===== src/rtl/ost_pkg.sv =====
package ost_pkg;

    typedef enum logic [1:0] {
        REG_CNT_LO = 2'd0,
        REG_CNT_HI = 2'd1,
        REG_FLAG   = 2'd2,
        REG_ENA    = 2'd3
    } ost_reg_e;

    typedef struct packed {
        logic wr_lo;
        logic wr_hi;
        logic wr_flag;
        logic wr_ena;
        logic rd_lo;
    } ost_access_t;

    localparam int FLAG_BIT     = 0;
    localparam int ENA_SEL_BIT  = 0;
    localparam int ENA_MODE_BIT = 7;
    localparam int IRQ_VIEW_BIT = 7;

    function automatic ost_access_t ost_decode(input logic wr, input logic rd,
                                               input ost_reg_e sel);
        ost_access_t a;
        a.wr_lo   = wr && (sel == REG_CNT_LO);
        a.wr_hi   = wr && (sel == REG_CNT_HI);
        a.wr_flag = wr && (sel == REG_FLAG);
        a.wr_ena  = wr && (sel == REG_ENA);
        a.rd_lo   = rd && (sel == REG_CNT_LO);
        return a;
    endfunction

endpackage


===== src/rtl/ost_counter.sv =====
module ost_counter #(
    parameter int CNT_W = 16
) (
    input  logic             clk,
    input  logic             rst,
    input  logic             tick,
    input  logic             load,
    input  logic [CNT_W-1:0] load_val,
    output logic [CNT_W-1:0] cnt_o,
    output logic             timeout_o
);
    localparam logic [CNT_W-1:0] ZERO = '0;
    localparam logic [CNT_W-1:0] ONE  = {{(CNT_W-1){1'b0}}, 1'b1};

    logic [CNT_W-1:0] cnt_q;
    logic             hold_q;
    logic             armed_q;

    always_ff @(posedge clk) begin
        if (rst) begin
            cnt_q   <= ZERO;
            hold_q  <= 1'b0;
            armed_q <= 1'b0;
        end else if (load) begin
            cnt_q   <= load_val;
            hold_q  <= 1'b1;
            armed_q <= 1'b1;
        end else if (tick) begin
            if (hold_q) begin
                hold_q <= 1'b0;
            end else begin
                cnt_q <= cnt_q - ONE;
                if (cnt_q == ZERO) armed_q <= 1'b0;
            end
        end
    end

    assign cnt_o     = cnt_q;
    assign timeout_o = tick && !load && !hold_q && armed_q && (cnt_q == ZERO);

    // a load places the start value in the counter
    p_load_value_r2: assert property (@(posedge clk) disable iff (rst)
        load |=> cnt_q == $past(load_val));

    // the first tick after a load leaves the counter where it is
    p_hold_first_r3: assert property (@(posedge clk) disable iff (rst)
        hold_q && tick && !load |=> $stable(cnt_q));

    // without a tick or a load the counter is frozen
    p_idle_r3: assert property (@(posedge clk) disable iff (rst)
        !tick && !load |=> $stable(cnt_q));

    // stepping down from zero lands on all ones
    p_wrap_r5: assert property (@(posedge clk) disable iff (rst)
        tick && !load && !hold_q && (cnt_q == ZERO) |=> (&cnt_q));

    // once fired, no further timeout until a load
    p_single_fire_r6: assert property (@(posedge clk) disable iff (rst)
        timeout_o |=> !armed_q);

endmodule


===== src/rtl/ost_irq_ctrl.sv =====
module ost_irq_ctrl (
    input  logic clk,
    input  logic rst,
    input  logic set_i,
    input  logic clr_i,
    input  logic ena_wr,
    input  logic ena_val,
    output logic flag_o,
    output logic ena_o,
    output logic irq_o
);
    logic flag_q;
    logic ena_q;

    always_ff @(posedge clk) begin
        if (rst) begin
            flag_q <= 1'b0;
        end else if (set_i) begin
            flag_q <= 1'b1;
        end else if (clr_i) begin
            flag_q <= 1'b0;
        end
    end

    always_ff @(posedge clk) begin
        if (rst) begin
            ena_q <= 1'b0;
        end else if (ena_wr) begin
            ena_q <= ena_val;
        end
    end

    assign flag_o = flag_q;
    assign ena_o  = ena_q;
    assign irq_o  = flag_q && ena_q;

    // the flag stays set until something clears it
    p_flag_sticky_r7: assert property (@(posedge clk) disable iff (rst)
        flag_q && !clr_i |=> flag_q);

    // a clear with no coincident timeout empties the flag
    p_flag_clear_r9: assert property (@(posedge clk) disable iff (rst)
        clr_i && !set_i |=> !flag_q);

    // the enable changes only through its own write
    p_ena_keep_r8: assert property (@(posedge clk) disable iff (rst)
        !ena_wr |=> $stable(ena_q));

endmodule


===== src/rtl/oneshot_timer.sv =====
module oneshot_timer
    import ost_pkg::*;
#(
    parameter int BYTE_W = 8
) (
    input  logic              clk,
    input  logic              rst,
    input  logic              tick,
    input  logic              wr_en,
    input  logic              rd_en,
    input  logic [1:0]        addr,
    input  logic [BYTE_W-1:0] wdata,
    output logic [BYTE_W-1:0] rdata,
    output logic              irq_o
);
    localparam int CNT_W = 2 * BYTE_W;

    ost_access_t      acc;
    logic [BYTE_W-1:0] lo_latch_q;
    logic [CNT_W-1:0]  cnt;
    logic              timeout;
    logic              flag;
    logic              ena;
    logic              irq;
    logic              flag_clr;

    assign acc = ost_decode(wr_en, rd_en, ost_reg_e'(addr));

    always_ff @(posedge clk) begin
        if (rst) begin
            lo_latch_q <= '0;
        end else if (acc.wr_lo) begin
            lo_latch_q <= wdata;
        end
    end

    ost_counter #(.CNT_W(CNT_W)) u_counter (
        .clk       (clk),
        .rst       (rst),
        .tick      (tick),
        .load      (acc.wr_hi),
        .load_val  ({wdata, lo_latch_q}),
        .cnt_o     (cnt),
        .timeout_o (timeout)
    );

    assign flag_clr = acc.wr_hi || acc.rd_lo || (acc.wr_flag && wdata[FLAG_BIT]);

    ost_irq_ctrl u_irq (
        .clk     (clk),
        .rst     (rst),
        .set_i   (timeout),
        .clr_i   (flag_clr),
        .ena_wr  (acc.wr_ena && wdata[ENA_SEL_BIT]),
        .ena_val (wdata[ENA_MODE_BIT]),
        .flag_o  (flag),
        .ena_o   (ena),
        .irq_o   (irq)
    );

    always_comb begin
        rdata = '0;
        unique case (ost_reg_e'(addr))
            REG_CNT_LO: rdata = cnt[BYTE_W-1:0];
            REG_CNT_HI: rdata = cnt[CNT_W-1:BYTE_W];
            REG_FLAG: begin
                rdata[FLAG_BIT]     = flag;
                rdata[IRQ_VIEW_BIT] = irq;
            end
            REG_ENA:    rdata[ENA_SEL_BIT] = ena;
            default:    rdata = '0;
        endcase
    end

    assign irq_o = irq;

    // a low-byte write alone never disturbs the flag
    p_lo_write_flag_r2: assert property (@(posedge clk) disable iff (rst)
        acc.wr_lo && !timeout |=> flag == $past(flag));

    // the flag only rises because of a timeout
    p_flag_cause_r4: assert property (@(posedge clk) disable iff (rst)
        !flag && !timeout |=> !flag);

endmodule


===== config.mk =====
export PLATFORM = sky130hd
export DESIGN_NAME = oneshot_timer
export DESIGN_NICKNAME = d
export VERILOG_FILES = /design/src/rtl/ost_pkg.sv /design/src/rtl/ost_counter.sv /design/src/rtl/ost_irq_ctrl.sv /design/src/rtl/oneshot_timer.sv
export SDC_FILE = /design/constraint.sdc
export NUM_CORES = 1
export LEC_CHECK = 0
export ABC_AREA = 1
export ABC_CLOCK_PERIOD_IN_PS = 2750
export BUFFER_PORTS_ARGS = -buffer_cell sky130_fd_sc_hd__buf_2
export CAP_MARGIN = 30
export CORE_MARGIN = 1.5
export CORE_UTILIZATION = 50
export CTS_CLUSTER_SIZE = 8
export DETAILED_ROUTE_END_ITERATION = 10
export PLACE_DENSITY = 0.78
export SLEW_MARGIN = 20
export SYNTH_ARGS = -nofsm -noshare
export SYNTH_HDL_FRONTEND = slang
export SYNTH_SLANG_ARGS = --single-unit

===== constraint.sdc =====
create_clock -name clk -period 2.75 [get_ports clk]
set_clock_uncertainty 0.1 [all_clocks]
set_input_delay 0.825 -clock clk [delete_from_list [all_inputs] [get_ports clk]]
set_output_delay 0.825 -clock clk [all_outputs]
set_load 0.005 [all_outputs]

Word level (Yosys, flattened, before mapping)
Cells that the tools add are included.
- flip-flop bits (word level): 28
- bits in latches: 0
- bits in writable memories: 0
- memory bits (read-only): 0
- input bits: 15
- output and inout bits: 9
- logic and storage cells: 48
- memories kept: 0
- $add $sub $neg: 1
- multipliers: 0
- div/mod/pow operators: 0
- order comparisons: 0
- eq/ne operators: 4
- shifts and indexed selects: 0
- multiplexer cells: 14
- bitwise logic cells: 0
- reduce and logical (&&, ||, !) cells: 23
- operators with widths (cell ; count):
    two-way mux 16 bit ; 3
    logical NOT 16 bit ; 1
    subtractor 16 x 1 -> 16 bit (second input constant) ; 1
    logical AND 1 bit ; 12
    one-hot mux 6 bit (2 select lines) ; 1
    two-way mux 1 bit ; 8
    nonzero test 2 bit ; 3
    equality test 2 bit (second input constant) ; 2
    one-hot mux 1 bit (4 select lines) ; 1
    one-hot mux 1 bit (3 select lines) ; 1
    AND reduction 3 bit ; 1
    equality test 2 x 1 -> 1 bit (second input constant) ; 1
    logical NOT 1 bit ; 2
    logical NOT 2 bit ; 1
    logical OR 1 bit ; 2
    inequality test 2 x 1 -> 1 bit (second input constant) ; 1
    AND reduction 2 bit ; 1

Depth between registers and ports, before layout
- word-level depth: 8
- gate-level depth with buffers: 10
- depth with buffers taken out: 10

Hierarchy
From an unflattened synthesis, not the netlist that was laid out.
- cell total of the unflattened synthesis: 296
- area, all modules: 1916.8 µm²
- modules (own cells, without submodules) (module ; times used ; cells each ; area an instance (µm²) ; sequential area each (µm²)):
    ost_counter ; 1 ; 192 ; 1276.2 ; 360.3
    oneshot_timer ; 1 ; 92 ; 556.8 ; 160.2
    ost_irq_ctrl ; 1 ; 12 ; 83.8 ; 40.0

Worst setup path after synthesis
No wires, ideal clock.
- path kind: input to output
- start point: in addr[1]
- end point: out rdata[4]
- arrival: 1.276 ns
- data required time: 1.825 ns
- path slack: 0.549 ns
- stages on the path: 3
- buffers on the path: 0
- cells stage by stage: nor2_1 -> inv_2 -> o21ai_0
- longest elaborated chain between the ends: 2
- elaborated cells between the ends (all ways): 3
- classes of those cells: eq/ne: 1; mux: 1; reduce/logical: 1
- RTL lines (element ; RTL line ; text):
    start, declared ; oneshot_timer.sv:11 ; input logic [1:0] addr,
    equality test 2 x 1 -> 1 bit or logical NOT 2 bit (tied branches) ; oneshot_timer.sv:63 ; unique case (ost_reg_e'(addr))
    one-hot mux 6 bit (2 select lines) (*) ; oneshot_timer.sv:63 ;
    end, declared ; oneshot_timer.sv:13 ; output logic [BYTE_W-1:0] rdata,
Every way passes the cells marked *; elsewhere a longest branch is shown, timed or not.

Final worst setup path
- start point: in addr[0]
- end point: out rdata[4]
Same word-level chain as after synthesis.

==> flow_summary.ini <==
[worst_hold_path]
worstHoldEndpoint = lo_latch_q[0]
min_path_cells = 2
hold_path.startpoint = lo_latch_q[0]
holdCritPathClass = flop to flop

[placement]
place.gp.congestion = 0.918
placed_cells = 336
placement.io_buffers = 23
dp_hpwl_um = 3150
dpl-instance-area_mm2 = 0.00190

[worst_setup_path]
timing.rr.start = u_counter.cnt_o[1]
crit_path_dat_ns = 1.63
crit_path_top_delay_cell = o21ai_0
worstSetupStartpointType = input pin
r2r.worst_path.cells = 7
worst_path_largest_cell_delay_ns = 0.21
startpoint = addr[0]
crit_path_frequent_cell = buf_2
end_kind = output pin
worst_ep_required_time_ns = 1.83
crit_path_max_fanout = 8
r2r_slack_ns = 1.18
setup.worst_path.class = input pin to output pin
rr_endpoint = u_counter.armed_q
ordered_list_of_cells_on_the_worst_path = buf_2 -> nor2_1 -> inv_2 -> o21ai_0 -> buf_2

[final_layout]
share_of_final_layout_standard_cells_stronger_than_drive_strength_1_pct = 19.7
synth_to_final_area_change_pct = 9.70
final_cell_count_no_fill = 340
finish.instance_area_mm2 = 0.00195
design.final.nets = 311
layout.core_utilization_pct = 58.1
nFillCells = 346
num_antenna_cells = 0

[cts]
clock_tree.htree_level_count = 1
post_cts_resize_count = 0
cts_max_path_buffers = 2
clock_sink_count = 28
cts_setup_buffers = 0
numCtsBuffers = 3
worst_skew_late_latency_ns = 0.35
cts.reportedPaths.clkPinSlew_ns = 0.16
root_buffer_cell = clkbuf_4
cts_tree = yes
ctsHoldBuffers = 0

[routing]
ant_nets = 0
wire_per_inst_um = 12.6
vias_per_cell = 5.17
drc = 0
initialDrtViolationCount = 116
via_count = 1758
detailedRoute.firstPassIterationCount = 5
wl_um = 4290

[global_routing]
grt_antenna_before_repair = 0
grt_first_pass_wirelength_um = 7390
grt_util_all_layers_pct = 23.3
global_route.overflow_total = 0
first_global_vias = 1570
grt_start_max_net_pins = 17

[sta]
final_min_period_ns = 2.55
report.final.setup_viol = 0
final.setup.tns_ns = 0
max_slew_margin_pct = 73.8
worst_pin_slew_ns = 0.393
grt_setup_unrepaired = false
finalCritPeriodShare_pct = 92.9
report.final.hold_viol_count = 0
fmax_ghz = 0.391
finalHoldWorstSlack_ns = 0.380
slew_viol_final = 0

[logic_synthesis]
ys_types = 34
postSynthAreaPerCell_um2 = 6.52
synth_nets = 289
ys_seq_area_share_pct = 31.5
synth-warning-count = 0
synth_seq_cells = 28
synthesis.instances = 273
synth.cell_area_mm2 = 0.00178
synth-edff-count = 0
synth_async_sr_flop_share_pct = 0
postSynth.topFlopCell = dfxtp_1

[floorplanning]
fp-row-count = 21
initial_core_util_pct = 52.9
dieArea_mm2 = 0.00393
chipWidth_um = 62.7
core_region_area_mm2 = 0.00336
ioPinCount = 24
dieHeight_um = 62.7

[power]
power_leakage_nw = 0.981
peakVddDrop_v = 0.000341
power.density_cell_area_mw_per_mm2 = 594

[job]
max-cap-violations = 0

[status]
status = completed
==> area by class of cell <==
cell class / instances / area (um2) / share of cell area, %
tap: 46 / 57.6 / 2.95
multi-input combinational: 188 / 967 / 49.5
clock inverter: 1 / 30.0 / 1.54
timing repair buffer: 24 / 123 / 6.28
inverter: 50 / 193 / 9.87
sequential: 28 / 561 / 28.7
clock buffer: 3 / 22.5 / 1.15
==> worst max-delay path, delay by kind of cell <==
kind	cells	cell delay (ns)
buf+inv	3	0.41
compound gates	1	0.21
simple gates	1	0.18
==> metrics by stage <==
stage / power, mW / worst slack [ns]
2_1_floorplan: 0.786 / 0.549
3_3_place_gp: 0.864 / 0.201
3_5_place_dp: 0.870 / 0.194
4_1_cts: 1.15 / 0.197
5_1_grt: 1.23 / 0.111
6_report: 1.16 / 0.195
==> cell families after synthesis <==
family                     after synthesis  share of synthesized area (%)
adders and majority gates                1                          0.703
xor gates and xnor gates                 4                           1.97
DFF                                     28                           31.5
and+or+nand+nor                        130                           33.0
AOI/OAI and AO/OA                       53                           18.7
buffers and inverters                   57                           14.2
==> state kept, by name, indices dropped and copies added, names as in the netlist <==
signal	cells
lo_latch_q	8
u_counter.armed_q	1
u_counter.cnt_o	16
u_counter.hold_q	1
u_irq.ena_o	1
u_irq.flag_o	1
==> report_power, final <==
group / leakage (nW) / total [mW] / internal [mW] / switching, mW
Combinational: 0.724 / 0.395 / 0.138 / 0.257
Sequential: 0.229 / 0.478 / 0.444 / 0.0342
Clock: 0.0279 / 0.286 / 0.148 / 0.139
Total: 0.981 / 1.16 / 0.730 / 0.430
==> cell usage in the layout (no fill, tap or decap), drive strengths merged <==
master,instances
o221ai,1
o211ai,3
nand2,65
clkbuf,3
a311oi,1
ha,1
bufinv,1
nor2,44
or2,1
dfxtp,28
nand3,16
o2111ai,1
nand4,2
xor2,4
nor3b,1
o21ai,22
buf,24
nor3,1
inv,50
o22ai,7
a21oi,17
a31oi,1
==> cells in the mapped netlist (2+ instances only) <==
library cell  number  area, um2
nand3_1           15       75.1
nor2_1            39        146
o211ai_1           3       22.5
nand4_1            2       12.5
a21oi_2            4       35.0
dfxtp_1           28        561
o22ai_2            2       25.0
o21ai_0           13       65.1
inv_4              2       12.5
nand2_2            3       18.8
o21ai_2            3       26.3
nor2_2             4       25.0
inv_1             43        161
buf_6              4       45.0
a21oi_1           13       65.1
nand2_4            2       22.5
clkbuf_1           2       7.51
nand2_1           59        221
inv_2              5       18.8
o21ai_1            6       30.0
o22ai_1            5       31.3
xor2_1             4       35.0
==> routing by layer <==
layer | global-route usage [%] | part of all wire [%]
met4 | 6.11 | 1.2
met3 | 4.14 | 6.2
met5 | 0 | 0
met1 | 32.3 | 45
met2 | 37.4 | 48
==> worst max-delay path by stage <==
stage	endpoint	slack [ns]	cells past startpoint
after floorplan	rdata[4]	0.55	3
after global placement	rdata[4]	0.20	5
after detailed placement	rdata[4]	0.19	5
after CTS	rdata[4]	0.20	5
after global routing	rdata[4]	0.11	5
final	rdata[4]	0.20	5
Note: power is estimated with default switching activity, not from simulation.
